<file path="config.mk">
export PLATFORM = sky130hd
export DESIGN_NAME = pi_loop_top
export DESIGN_NICKNAME = d
export VERILOG_FILES = /design/src/rtl/pi_loop_pkg.sv /design/src/rtl/pi_loop_datapath.sv /design/src/rtl/pi_loop_ctrl.sv /design/src/rtl/pi_loop_top.sv
export SDC_FILE = /design/constraint.sdc
export NUM_CORES = 1
export LEC_CHECK = 0
export ABC_AREA = 1
export CAP_MARGIN = 10
export CELL_PAD_IN_SITES_DETAIL_PLACEMENT = 1
export CELL_PAD_IN_SITES_GLOBAL_PLACEMENT = 1
export CORE_MARGIN = 2
export CORE_UTILIZATION = 45
export CTS_BUF_LIST = sky130_fd_sc_hd__clkbuf_2
export DETAILED_ROUTE_END_ITERATION = 6
export GPL_ROUTABILITY_DRIVEN = 0
export GPL_TIMING_DRIVEN = 0
export HOLD_SLACK_MARGIN = 0.12
export PLACE_DENSITY = 0.91
export SKIP_CTS_REPAIR_TIMING = 1
export SLEW_MARGIN = 20
export SYNTH_ARGS = -nofsm -noshare
export SYNTH_HDL_FRONTEND = slang
export SYNTH_SLANG_ARGS = --single-unit
</file>
<file path="constraint.sdc">
create_clock -name clk -period 21.7 [get_ports clk]
set_input_delay 4.34 -clock clk [delete_from_list [all_inputs] [get_ports clk]]
set_output_delay 4.34 -clock clk [all_outputs]
set_load 0.005 [all_outputs]
</file>
<file path="src/rtl/pi_loop_pkg.sv">
package pi_loop_pkg;

  // Strobes sent from the control module to the datapath
  typedef struct packed {
    logic clearLoop;   // park the loop: zero integrator, mid-scale code
    logic updateLoop;  // accept the current phase sample
    logic loadShift;   // capture the new code into the serial shifter
    logic shiftOut;    // advance the serial shifter by one bit
  } loopStrobes_t;

endpackage

</file>
<file path="src/rtl/pi_loop_datapath.sv">
module pi_loop_datapath
  import pi_loop_pkg::*;
#(
  parameter int ERR_W   = 16,
  parameter int DAC_W   = 16,
  parameter int SHIFT_W = 4
) (
  input  logic               clk,
  input  logic               rstN,
  input  loopStrobes_t       strobes,
  input  logic [ERR_W-1:0]   phaseErr,
  input  logic [ERR_W-1:0]   setpoint,
  input  logic [SHIFT_W-1:0] kpShift,
  input  logic [SHIFT_W-1:0] kiShift,
  input  logic [ERR_W-1:0]   lockThresh,
  output logic [DAC_W-1:0]   dacCode,
  output logic               dacStrobe,
  output logic               errSmall,
  output logic               spiMosi
);

  // The sum width covers the widest operand plus two bits of headroom
  localparam int WIDE_W = (ERR_W + 1 > DAC_W) ? ERR_W + 1 : DAC_W;
  localparam int SUM_W  = WIDE_W + 2;
  localparam int INT_HI_I = (1 << (DAC_W - 1)) - 1;
  localparam int CODE_HI_I = (1 << DAC_W) - 1;
  localparam logic signed [SUM_W-1:0] INT_HI  = SUM_W'(INT_HI_I);
  localparam logic signed [SUM_W-1:0] INT_LO  = SUM_W'(-INT_HI_I - 1);
  localparam logic signed [SUM_W-1:0] MID_S   = SUM_W'(INT_HI_I + 1);
  localparam logic signed [SUM_W-1:0] CODE_LO = '0;
  localparam logic signed [SUM_W-1:0] CODE_HI = SUM_W'(CODE_HI_I);
  localparam logic [DAC_W-1:0] MID_CODE = {1'b1, {(DAC_W-1){1'b0}}};

  function automatic logic signed [SUM_W-1:0] clampS(
    input logic signed [SUM_W-1:0] v,
    input logic signed [SUM_W-1:0] lo,
    input logic signed [SUM_W-1:0] hi
  );
    if (v < lo)      return lo;
    else if (v > hi) return hi;
    else             return v;
  endfunction

  logic signed [DAC_W-1:0] integ;
  logic [DAC_W-1:0]        shReg;

  logic signed [ERR_W:0]   err;
  logic [ERR_W:0]          errMag;
  logic signed [ERR_W:0]   pTerm;
  logic signed [ERR_W:0]   iStep;
  logic signed [SUM_W-1:0] pExt;
  logic signed [SUM_W-1:0] iExt;
  logic signed [SUM_W-1:0] integExt;
  logic signed [SUM_W-1:0] integNext;
  logic signed [SUM_W-1:0] codeNext;

  // Error relative to the setpoint, with one extra bit so the difference cannot wrap
  always_comb begin
    err    = $signed({phaseErr[ERR_W-1], phaseErr}) - $signed({setpoint[ERR_W-1], setpoint});
    errMag = err[ERR_W] ? unsigned'(-err) : unsigned'(err);
    errSmall = errMag < {1'b0, lockThresh};
  end

  // Shift-based gains and saturating accumulation
  always_comb begin
    pTerm     = err >>> kpShift;
    iStep     = err >>> kiShift;
    pExt      = {{(SUM_W-ERR_W-1){pTerm[ERR_W]}}, pTerm};
    iExt      = {{(SUM_W-ERR_W-1){iStep[ERR_W]}}, iStep};
    integExt  = {{(SUM_W-DAC_W){integ[DAC_W-1]}}, integ};
    integNext = clampS(integExt + iExt, INT_LO, INT_HI);
    codeNext  = clampS(MID_S + pExt + integNext, CODE_LO, CODE_HI);
  end

  always_ff @(posedge clk) begin
    if (!rstN) begin
      integ     <= '0;
      dacCode   <= MID_CODE;
      dacStrobe <= 1'b0;
    end else begin
      dacStrobe <= strobes.updateLoop;
      if (strobes.clearLoop) begin
        integ   <= '0;
        dacCode <= MID_CODE;
      end else if (strobes.updateLoop) begin
        integ   <= $signed(integNext[DAC_W-1:0]);
        dacCode <= codeNext[DAC_W-1:0];
      end
    end
  end

  // Serial shifter: loads the fresh code and moves it out MSB first
  always_ff @(posedge clk) begin
    if (!rstN) begin
      shReg <= '0;
    end else if (strobes.loadShift) begin
      shReg <= codeNext[DAC_W-1:0];
    end else if (strobes.shiftOut) begin
      shReg <= {shReg[DAC_W-2:0], 1'b0};
    end
  end

  assign spiMosi = shReg[DAC_W-1];

endmodule

</file>
<file path="src/rtl/pi_loop_ctrl.sv">
module pi_loop_ctrl
  import pi_loop_pkg::*;
#(
  parameter int DAC_W    = 16,
  parameter int LOCK_W   = 8,
  parameter int SPI_HALF = 2
) (
  input  logic              clk,
  input  logic              rstN,
  input  logic              enable,
  input  logic              phaseValid,
  input  logic              errSmall,
  input  logic [LOCK_W-1:0] lockCount,
  output loopStrobes_t      strobes,
  output logic              locked,
  output logic              spiSclk,
  output logic              spiCsN,
  output logic              spiBusy
);

  localparam int HALF_W = (SPI_HALF > 1) ? $clog2(SPI_HALF) : 1;
  localparam int BIT_W  = (DAC_W > 1) ? $clog2(DAC_W) : 1;
  localparam logic [HALF_W-1:0] HALF_LAST = HALF_W'(SPI_HALF - 1);
  localparam logic [BIT_W-1:0]  BIT_LAST  = BIT_W'(DAC_W - 1);
  localparam logic [LOCK_W-1:0] RUN_MAX   = '1;

  typedef enum logic {SPI_IDLE, SPI_XFER} spiState_t;

  spiState_t         spiState;
  logic [HALF_W-1:0] halfCnt;
  logic [BIT_W-1:0]  bitCnt;
  logic [LOCK_W-1:0] runLen;
  logic [LOCK_W-1:0] runInc;
  logic              halfDone;
  logic              lastBit;

  assign halfDone = (halfCnt == HALF_LAST);
  assign lastBit  = (bitCnt == BIT_LAST);
  assign runInc   = (runLen == RUN_MAX) ? runLen : runLen + 1'b1;

  always_comb begin
    strobes.clearLoop  = !enable;
    strobes.updateLoop = enable && phaseValid;
    strobes.loadShift  = enable && phaseValid && (spiState == SPI_IDLE);
    strobes.shiftOut   = (spiState == SPI_XFER) && halfDone && spiSclk && !lastBit;
  end

  // Lock qualification over consecutive in-window samples
  always_ff @(posedge clk) begin
    if (!rstN) begin
      runLen <= '0;
      locked <= 1'b0;
    end else if (strobes.clearLoop) begin
      runLen <= '0;
      locked <= 1'b0;
    end else if (strobes.updateLoop) begin
      if (errSmall) begin
        runLen <= runInc;
        locked <= (runInc >= lockCount);
      end else begin
        runLen <= '0;
        locked <= 1'b0;
      end
    end
  end

  // Serial write sequencer, mode 0, one frame per accepted update
  always_ff @(posedge clk) begin
    if (!rstN) begin
      spiState <= SPI_IDLE;
      halfCnt  <= '0;
      bitCnt   <= '0;
      spiSclk  <= 1'b0;
      spiCsN   <= 1'b1;
    end else begin
      case (spiState)
        SPI_IDLE: begin
          if (strobes.loadShift) begin
            spiState <= SPI_XFER;
            spiCsN   <= 1'b0;
            halfCnt  <= '0;
            bitCnt   <= '0;
            spiSclk  <= 1'b0;
          end
        end
        SPI_XFER: begin
          if (halfDone) begin
            halfCnt <= '0;
            if (spiSclk) begin
              spiSclk <= 1'b0;
              if (lastBit) begin
                spiState <= SPI_IDLE;
                spiCsN   <= 1'b1;
              end else begin
                bitCnt <= bitCnt + 1'b1;
              end
            end else begin
              spiSclk <= 1'b1;
            end
          end else begin
            halfCnt <= halfCnt + 1'b1;
          end
        end
        default: spiState <= SPI_IDLE;
      endcase
    end
  end

  assign spiBusy = (spiState == SPI_XFER);

endmodule

</file>
<file path="src/rtl/pi_loop_top.sv">
module pi_loop_top
  import pi_loop_pkg::*;
#(
  parameter int ERR_W    = 16,
  parameter int DAC_W    = 16,
  parameter int SHIFT_W  = 4,
  parameter int LOCK_W   = 8,
  parameter int SPI_HALF = 2
) (
  input  logic               clk,
  input  logic               rstN,
  input  logic               enable,
  input  logic [ERR_W-1:0]   phaseErr,
  input  logic               phaseValid,
  input  logic [ERR_W-1:0]   setpoint,
  input  logic [SHIFT_W-1:0] kpShift,
  input  logic [SHIFT_W-1:0] kiShift,
  input  logic [ERR_W-1:0]   lockThresh,
  input  logic [LOCK_W-1:0]  lockCount,
  output logic [DAC_W-1:0]   dacCode,
  output logic               dacStrobe,
  output logic               locked,
  output logic               spiSclk,
  output logic               spiCsN,
  output logic               spiMosi,
  output logic               spiBusy
);

  loopStrobes_t strobes;
  logic         errSmall;

  pi_loop_ctrl #(
    .DAC_W(DAC_W), .LOCK_W(LOCK_W), .SPI_HALF(SPI_HALF)
  ) u_ctrl (
    .clk(clk), .rstN(rstN), .enable(enable), .phaseValid(phaseValid),
    .errSmall(errSmall), .lockCount(lockCount), .strobes(strobes),
    .locked(locked), .spiSclk(spiSclk), .spiCsN(spiCsN), .spiBusy(spiBusy)
  );

  pi_loop_datapath #(
    .ERR_W(ERR_W), .DAC_W(DAC_W), .SHIFT_W(SHIFT_W)
  ) u_dp (
    .clk(clk), .rstN(rstN), .strobes(strobes), .phaseErr(phaseErr),
    .setpoint(setpoint), .kpShift(kpShift), .kiShift(kiShift),
    .lockThresh(lockThresh), .dacCode(dacCode), .dacStrobe(dacStrobe),
    .errSmall(errSmall), .spiMosi(spiMosi)
  );

endmodule

</file>
Yosys cells after proc, flatten, opt, wreduce, memory -nomap -nowiden
Index checks and enable logic that the tools add are counted.
{"block": "op_classes", "n_lt_le_gt_ge": 6, "n_bitwise": 1, "reduce_logical": 11, "div": 0, "n_shift": 2, "n_eq_ne": 7, "mux": 30, "addsub": 8, "n_mul": 0}
{"operator": "2-to-1 mux 16 bit", "count": 4}
{"operator": "2-to-1 mux 19 bit", "count": 2}
{"operator": ">>> shifter 17 x 4 -> 17 bit", "count": 2}
{"operator": "adder 18 x 19 -> 19 bit", "count": 1}
{"operator": "> comparator 19 x 16 -> 1 bit, second input constant", "count": 1}
{"operator": "> comparator 19 x 17 -> 1 bit, second input constant", "count": 1}
{"operator": "< comparator 19 x 1 -> 1 bit, second input constant", "count": 1}
{"operator": "< comparator 19 x 16 -> 1 bit, second input constant", "count": 1}
{"operator": "adder 16 x 17 -> 18 bit", "count": 1}
{"operator": "adder 17 x 17 -> 18 bit, first input constant", "count": 1}
{"operator": "< comparator 17 x 16 -> 1 bit", "count": 1}
{"operator": "2-to-1 mux 17 bit", "count": 1}
{"operator": "negator 17 bit", "count": 1}
{"operator": "subtractor 16 x 16 -> 17 bit", "count": 1}
{"operator": "2-to-1 mux 4 bit", "count": 4}
{"operator": "2-to-1 mux 8 bit", "count": 2}
{"operator": "2-to-1 mux 1 bit", "count": 12}
{"operator": "adder 8 x 1 -> 8 bit, second input constant", "count": 1}
{"operator": "== test 8 bit, second input constant", "count": 1}
{"operator": "greater-or-equal comparator 8 bit", "count": 1}
{"operator": "inequality test 2 bit, second input constant", "count": 4}
{"operator": "one-hot mux 1 bit (2 select lines)", "count": 4}
{"operator": "one-hot mux 4 bit (2 select lines)", "count": 1}
{"operator": "AND reduction 4 bit", "count": 2}
{"operator": "other kinds (9)", "count": 14}
{"block": "totals", "ram_bits": 0, "regBits": 66, "input_bits": 68, "mem_bits_ro": 0, "elab_cells": 76, "latchBits": 0, "mem_count": 0}

Logic depth before layout (Yosys ltp)
{"block": "logic_depth", "depth_word": 11, "ltp_mapped": 52, "mapped_depth_nobuf": 51}

Modules after synthesis
A second synthesis with hierarchy kept.
{"block": "hier_totals", "hier_cells": 1512, "hier_area_um2": 8693.3}
{"module": "pi_loop_datapath", "area_each_um2": 7582.3, "seq_area_each_um2": 980.9, "instances": 1, "cells_each": 1350}
{"module": "pi_loop_ctrl", "area_each_um2": 1111.1, "seq_area_each_um2": 340.3, "instances": 1, "cells_each": 162}

Least setup slack after synthesis
OpenSTA, ideal clock, no wires.
{"block": "synth_path", "path_kind": "in2reg", "startpoint": "in phaseErr[0]", "endpoint": "reg u_dp.dacCode[11]", "setup_time_ps": 137, "t_required_ps": 21563, "slack_ps": 11600, "n_path_buf": 1, "stages": 50, "t_arrival_ps": 9964, "path_cell_list": "inv_1 -> ha_1 -> fa_1 -> inv_1 -> nand2_1 -> nand2_1 -> nand3_1 -> nand2_1 -> nand2_1 -> nand3_1 -> nand2_1 -> inv_1 -> nand2_1 -> nand3_1 -> nand2_1 -> nand2_1 -> nand2_1 -> nand2_1 -> [... 14 more ...] -> nand2_2 -> inv_1 -> ha_1 -> ha_1 -> inv_1 -> fa_1 -> inv_1 -> nand3_1 -> nand2_1 -> a21oi_2 -> o21bai_2 -> nand3_1 -> nand2_1 -> nand2_1 -> nand2_1 -> nand2_2 -> o21ai_1 -> a21oi_1"}
{"block": "synth_via", "elab_chain_cells": 10, "word_cells_on_any_way": 14, "classes_between": "add/sub (4); order compare (4); shift (2); mux (4)"}
{"element": "start: declaration", "line": "pi_loop_top.sv:13", "rtl": "input logic [ERR_W-1:0] phaseErr,"}
{"element": "subtractor 16 x 16 -> 17 bit (*)", "line": "pi_loop_datapath.sv:59", "rtl": "err = $signed({phaseErr[ERR_W-1], phaseErr}) - $signed({setpoint[ERR_W-1], setpoint});"}
{"element": ">>> shifter 17 x 4 -> 17 bit (*)", "line": "pi_loop_datapath.sv:67", "rtl": "iStep = err >>> kiShift;"}
{"element": "adder 16 x 17 -> 18 bit (*)", "line": "pi_loop_datapath.sv:71", "rtl": "integNext = clampS(integExt + iExt, INT_LO, INT_HI);"}
{"element": "> comparator 19 x 16 -> 1 bit", "line": "pi_loop_datapath.sv:40", "rtl": "else if (v > hi) return hi;"}
{"element": "2-to-1 mux 19 bit", "line": "pi_loop_datapath.sv:40"}
{"element": "2-to-1 mux 19 bit (*)", "line": "pi_loop_datapath.sv:39", "rtl": "if (v < lo) return lo;"}
{"element": "via u_dp.integNext[1]", "line": "pi_loop_datapath.sv:54", "rtl": "logic signed [SUM_W-1:0] integNext;"}
{"element": "adder 18 x 19 -> 19 bit (*)", "line": "pi_loop_datapath.sv:72", "rtl": "codeNext = clampS(MID_S + pExt + integNext, CODE_LO, CODE_HI);"}
{"element": "> comparator 19 x 17 -> 1 bit", "line": "pi_loop_datapath.sv:40"}
{"element": "2-to-1 mux 16 bit", "line": "pi_loop_datapath.sv:40"}
{"element": "2-to-1 mux 16 bit (*)", "line": "pi_loop_datapath.sv:39"}
{"element": "end signal: assignment", "line": "pi_loop_datapath.sv:87", "rtl": "dacCode <= codeNext[DAC_W-1:0];"}
{"element": "end: declaration", "line": "pi_loop_datapath.sv:16", "rtl": "output logic [DAC_W-1:0] dacCode,"}
Mark *: on every way through the listed nets, which the timed path passes. The rest lies on a longest branch.
A chain may end at the register's enable or synchronous reset.

Final worst setup path
{"block": "layout_path", "startpoint": "in phaseErr[0]", "endpoint": "reg u_dp.shReg[8]"}
{"block": "layout_via", "elab_chain_cells": 11, "word_cells_on_any_way": 15, "classes_between": "add/sub (4); order compare (4); shift (2); mux (5)"}
{"element": "subtractor 16 x 16 -> 17 bit (*)", "line": "pi_loop_datapath.sv:59"}
{"element": ">>> shifter 17 x 4 -> 17 bit (*)", "line": "pi_loop_datapath.sv:67"}
{"element": "adder 16 x 17 -> 18 bit (*)", "line": "pi_loop_datapath.sv:71"}
{"element": "> comparator 19 x 16 -> 1 bit", "line": "pi_loop_datapath.sv:40"}
{"element": "2-to-1 mux 19 bit", "line": "pi_loop_datapath.sv:40"}
{"element": "2-to-1 mux 19 bit (*)", "line": "pi_loop_datapath.sv:39"}
{"element": "via u_dp.integNext[1]", "line": "pi_loop_datapath.sv:54"}
{"element": "adder 18 x 19 -> 19 bit (*)", "line": "pi_loop_datapath.sv:72"}
{"element": "> comparator 19 x 17 -> 1 bit", "line": "pi_loop_datapath.sv:40"}
{"element": "2-to-1 mux 16 bit", "line": "pi_loop_datapath.sv:40"}
{"element": "2-to-1 mux 16 bit (*)", "line": "pi_loop_datapath.sv:39"}
{"element": "2-to-1 mux 16 bit (*)", "line": "pi_loop_datapath.sv:96", "rtl": "end else if (strobes.loadShift) begin"}
{"element": "end signal: assignment", "line": "pi_loop_datapath.sv:97", "rtl": "shReg <= codeNext[DAC_W-1:0];"}
{"element": "end signal: assignment", "line": "pi_loop_datapath.sv:99", "rtl": "shReg <= {shReg[DAC_W-2:0], 1'b0};"}
{"element": "end: declaration", "line": "pi_loop_datapath.sv:45", "rtl": "logic [DAC_W-1:0] shReg;"}
Marks and branches as above.

==> results.txt <==
The final critical-path share of the clock period came out at 0.5266. The post-synthesis cell area is 8502 um^2. The tools report the overall fraction of global-route tracks in use as 0.2824.

After routing, the total negative slack on setup checks comes to 0 ps. At the worst endpoint, the required time is 22,100 ps. The largest buffer count on any clock path is 2. On the critical path, the stage with the largest delay is an instance of sky130_fd_sc_hd__clkdlybuf4s50_1. The part of the power in registers was 0.152; the layout overhead on the synthesized area was 15.28%. The logs give 0.1554 for the portion of the post-synthesis area used by sequential elements and 9801 um^2 for the post-route standard cell area excluding fillers. The sum of buffers and inverters on the critical path was 8; the total half-perimeter wirelength after legalization and detailed placement was 22,950 um. The total overflow left after global routing is 0. Clock power share: 0.109. Clock-pin slew was measured on the worst setup and hold paths at 220 ps. The setup check on the worst reg-to-reg path leaves a slack of 16,470 ps. The number of H-tree branching levels came out at 3.

The port buffer count was 84. The tools report the worst reg2reg path endpoint as u_dp.shReg[8]. Across the run, the number of max-cap violations was 0.

After layout, the design draws a total of 915.1 uW. The tools report the number of global-route vias before repair as 9,931. The area of the placeable core is 18,640 um^2. The internal power is 418.5 uW. The critical path in this run is classified as in2reg. The synthesized netlist net count is 1,588, and the simple-gate share of the synthesized area is 0.3383. Before CTS, the worst setup slack after placement is 9751 ps. The logs give 53 for the count of unique library cells instantiated by Yosys and 20,010 um^2 for the full die area. Proportion of total power due to net switching: 0.5427. In this run the static leakage power is 0.005117 uW. Counting flops and latches in the post-synthesis netlist gives 66.

In this run the clock root is driven by a sky130_fd_sc_hd__clkbuf_2. The xor/xnor share of the synthesized area is 0.05033. Subtracting the final worst setup slack from the clock period gives 11,430 ps. The power per cell area was 93.37 nW/um^2; the fraction of the core area covered by cells at the end of the flow was 0.5257.

90 I/O pins were placed. The average wire per standard cell works out to 15.85 um. Summing over every cut layer, the via total after detailed routing is 9,618. During synthesis, Yosys emitted a total of 0 warnings.

The worst slew slack as a fraction of its limit is 0.5310, and the relative contribution of combinational cells to total power is 0.739. The number of hold violations in the final report is 0, and the total stage count of the critical path is 51. The post-synthesis adder-cell area fraction works out to 0.1454. In the final design database the tool counted 1,683 nets. The fraction of final layout cells sized beyond drive strength 1 was 0.05975; the worst voltage drop across the vdd grid was 0.05557 mV. The site row count is 50, and the number of vias per cell after detailed routing is 5.471.

Vertical die dimension: 141.5 um. TritonCTS built the clock tree. The most common cell type on the critical path was sky130_fd_sc_hd__nand2_1. Synthesis produced 1,423 cells. After synthesis, the largest family of logic cells by area is simple AND/OR/NAND/NOR gates. Class of the tightest hold or removal check: reg2reg. In this run the power spent charging and discharging nets is 496.7 uW.

The flow ran to the end, and the final reports show no timing, DRC or antenna violations. In this run the critical register-to-register path is launched from u_dp.integ[0]. Once placement finished, the instance area stood at 9635 um^2. Number of failing setup endpoints in the final timing report: 0.

After layout, the worst setup slack is 10,270 ps. The tools report the startpoint type of the worst setup path as a primary input. Of all cell types, the one taking the most synthesized area is sky130_fd_sc_hd__nand2_1. The mean cell area of the mapped netlist works out to 5.975 um^2. By area the synthesized netlist is led by sky130_fd_sc_hd__nand2_1 18%, sky130_fd_sc_hd__dfxtp_1 16%, sky130_fd_sc_hd__ha_1 14%. The effective utilization at floorplan came out at 0.4560. The tools report the critical path capture point type as a register. The launch point of the worst path was phaseErr[0]. At the later pin of the worst-skew pair, clock insertion delay measures 540 ps. The maximum cell stage delay along the critical path works out to 450 ps.

The compound-gate portion of the synthesized area is 0.1900. The count of nets left with antenna violations once routing finished came out at 0. The length in cells of the worst reg-to-reg path was 31; the number of optimization iterations in the first detailed-route pass was 5. In this run the worst path has a maximum fanout of 10. The total clock sinks came out at 66. For the final database, setup skew stands at 51.83 ps.

Among cell families on the critical path, the largest total delay comes from simple AND/OR/NAND/NOR gates. The max-slew violation total from the final report was 0; the pin slew with the least headroom to its limit was 703.5 ps. Number of DRC markers after the initial detailed-route iteration: 358. Routed wire length: 27,860 um. The maximum number of pins on one net before global-route repair was 13.

The chip width was 141.5 um. Among all flip-flop cells after synthesis, the most frequent one is sky130_fd_sc_hd__dfxtp_1. Setup repair after global routing left no endpoint under its margin.

The share of synthesized registers carrying an async set or reset is 0, and the fraction of post-synthesis cell area in the top cell type by area is 0.1792. The critical path ends at u_dp.shReg[8]. For the worst setup path, the data arrival time is 11,830 ps.

Number of buffers added by the clock tree synthesis step: 9. The first-pass GRT wire length was 46,950 um; the remaining design rule violation count was 0. Timing would allow up to 87.52 MHz. In this run, synthesis inferred 0 flip-flops with an integrated enable. The initial antenna violation count came out at 2.

The mux share of post-synthesis cell area came out at 0.002355.
-- layout by cell type (no fill, tap or decap), drive strengths merged, types with 2 or more instances in the layout --
master / n
xnor2: 14
clkdlybuf4s50: 84
bufinv: 3
xor2: 31
clkbuf: 42
a21o: 4
clkinv: 8
o21ai: 100
o21bai: 11
nand3b: 3
or2: 4
nor4: 2
a21oi: 139
nand3: 120
buf: 11
nor3: 16
inv: 211
ha: 94
nor2: 70
nand2: 437
nand4: 14
mux2i: 2
a31oi: 3
o211ai: 21
o21a: 2
dfxtp: 66
fa: 3
-- registers in the layout, summed over array words and instances (netlist names) --
| name | flops |
|---|---|
| u_ctrl.bitCnt | 4 |
| u_ctrl.halfCnt | 1 |
| u_ctrl.locked | 1 |
| u_ctrl.runLen | 8 |
| u_ctrl.spiBusy | 1 |
| u_ctrl.spiCsN | 1 |
| u_ctrl.spiSclk | 1 |
| u_dp.dacCode | 16 |
| u_dp.dacStrobe | 1 |
| u_dp.integ | 16 |
| u_dp.shReg | 16 |
-- cell type report --
class	instances	area, um^2
antenna	1	2.502
clock buffer	9	45.04
timing repair buffer	84	840.8
buffer	44	197.7
clock inverter	7	117.6
fill	2683	8842
multi-input combinational	1098	6176
tap	234	292.8
inverter	215	807.0
sequential	66	1321
-- worst reg2reg max path: cells and delay by family, from the launching register on --
| kind | cells | cell delay (ps) |
|---|---|---|
| buf+inv | 4 | 360 |
| xor+xnor | 1 | 220 |
| compound gates | 6 | 1050 |
| flops | 1 | 360 |
| fa+ha+maj | 5 | 1540 |
| simple gates | 15 | 1590 |
-- worst min path at each step --
stage,endpoint,slack [ps],startpoint,cells after the start
after global placement,u_ctrl.locked,450,u_ctrl.locked,2
after detailed placement,u_ctrl.locked,470,u_ctrl.locked,2
after global routing,u_ctrl.locked,520,u_ctrl.locked,2
after CTS,u_ctrl.locked,490,u_ctrl.locked,2
final,u_ctrl.locked,490,u_ctrl.locked,2
after floorplan,u_dp.shReg[0],440,u_dp.shReg[0],2
-- cell usage after synthesis, types with 4 or more instances --
master and number:
sky130_fd_sc_hd__nand2_1 406, sky130_fd_sc_hd__inv_1 202, sky130_fd_sc_hd__a21oi_1 126, sky130_fd_sc_hd__nand3_1 118, sky130_fd_sc_hd__ha_1 94, sky130_fd_sc_hd__o21ai_0 76
sky130_fd_sc_hd__nor2_1 68, sky130_fd_sc_hd__dfxtp_1 66, sky130_fd_sc_hd__clkbuf_1 33, sky130_fd_sc_hd__nand2_2 30, sky130_fd_sc_hd__xor2_1 29, sky130_fd_sc_hd__o21ai_1 22
sky130_fd_sc_hd__o211ai_1 21, sky130_fd_sc_hd__a21oi_2 13, sky130_fd_sc_hd__nand4_1 13, sky130_fd_sc_hd__nor3_1 13, sky130_fd_sc_hd__xnor2_1 13, sky130_fd_sc_hd__o21bai_1 10
sky130_fd_sc_hd__inv_2 9, sky130_fd_sc_hd__a21o_1 4, sky130_fd_sc_hd__buf_1 4, sky130_fd_sc_hd__clkinv_1 4
-- through the flow --
step,instances,hold slack [ps]
floorplan,1423,441.2
global placement,1741,454.8
detailed placement,1741,467.4
CTS,1757,493.1
global route,1758,515.9
finish,1758,488.4
-- kinds of logic after synthesis --
group | count (synthesis)
simple gates | 668
compound gates | 286
buf+inv | 259
fa+ha+maj | 97
flops | 66
xor+xnor | 45
mux | 2
-- power by group through the flow --
stage | Combinational, uW | Clock, uW | Sequential [uW]
finish | 676 | 99.3 | 139
detailed placement | 653 | 0 | 142
floorplan | 477 | 0 | 140
CTS | 670 | 99.5 | 139
global route | 750 | 106 | 140
global placement | 625 | 0 | 141
-- routing by layer --
layer,share of wire,global-route usage,vias to the layer above
li1,-,-,4826
met1,0.43,0.3488,4521
met2,0.50,0.5187,215
met3,0.038,0.02835,54
met4,0.024,0.08211,2
met5,0.00039,0,-
Note: power is estimated with default switching activity, not from simulation.
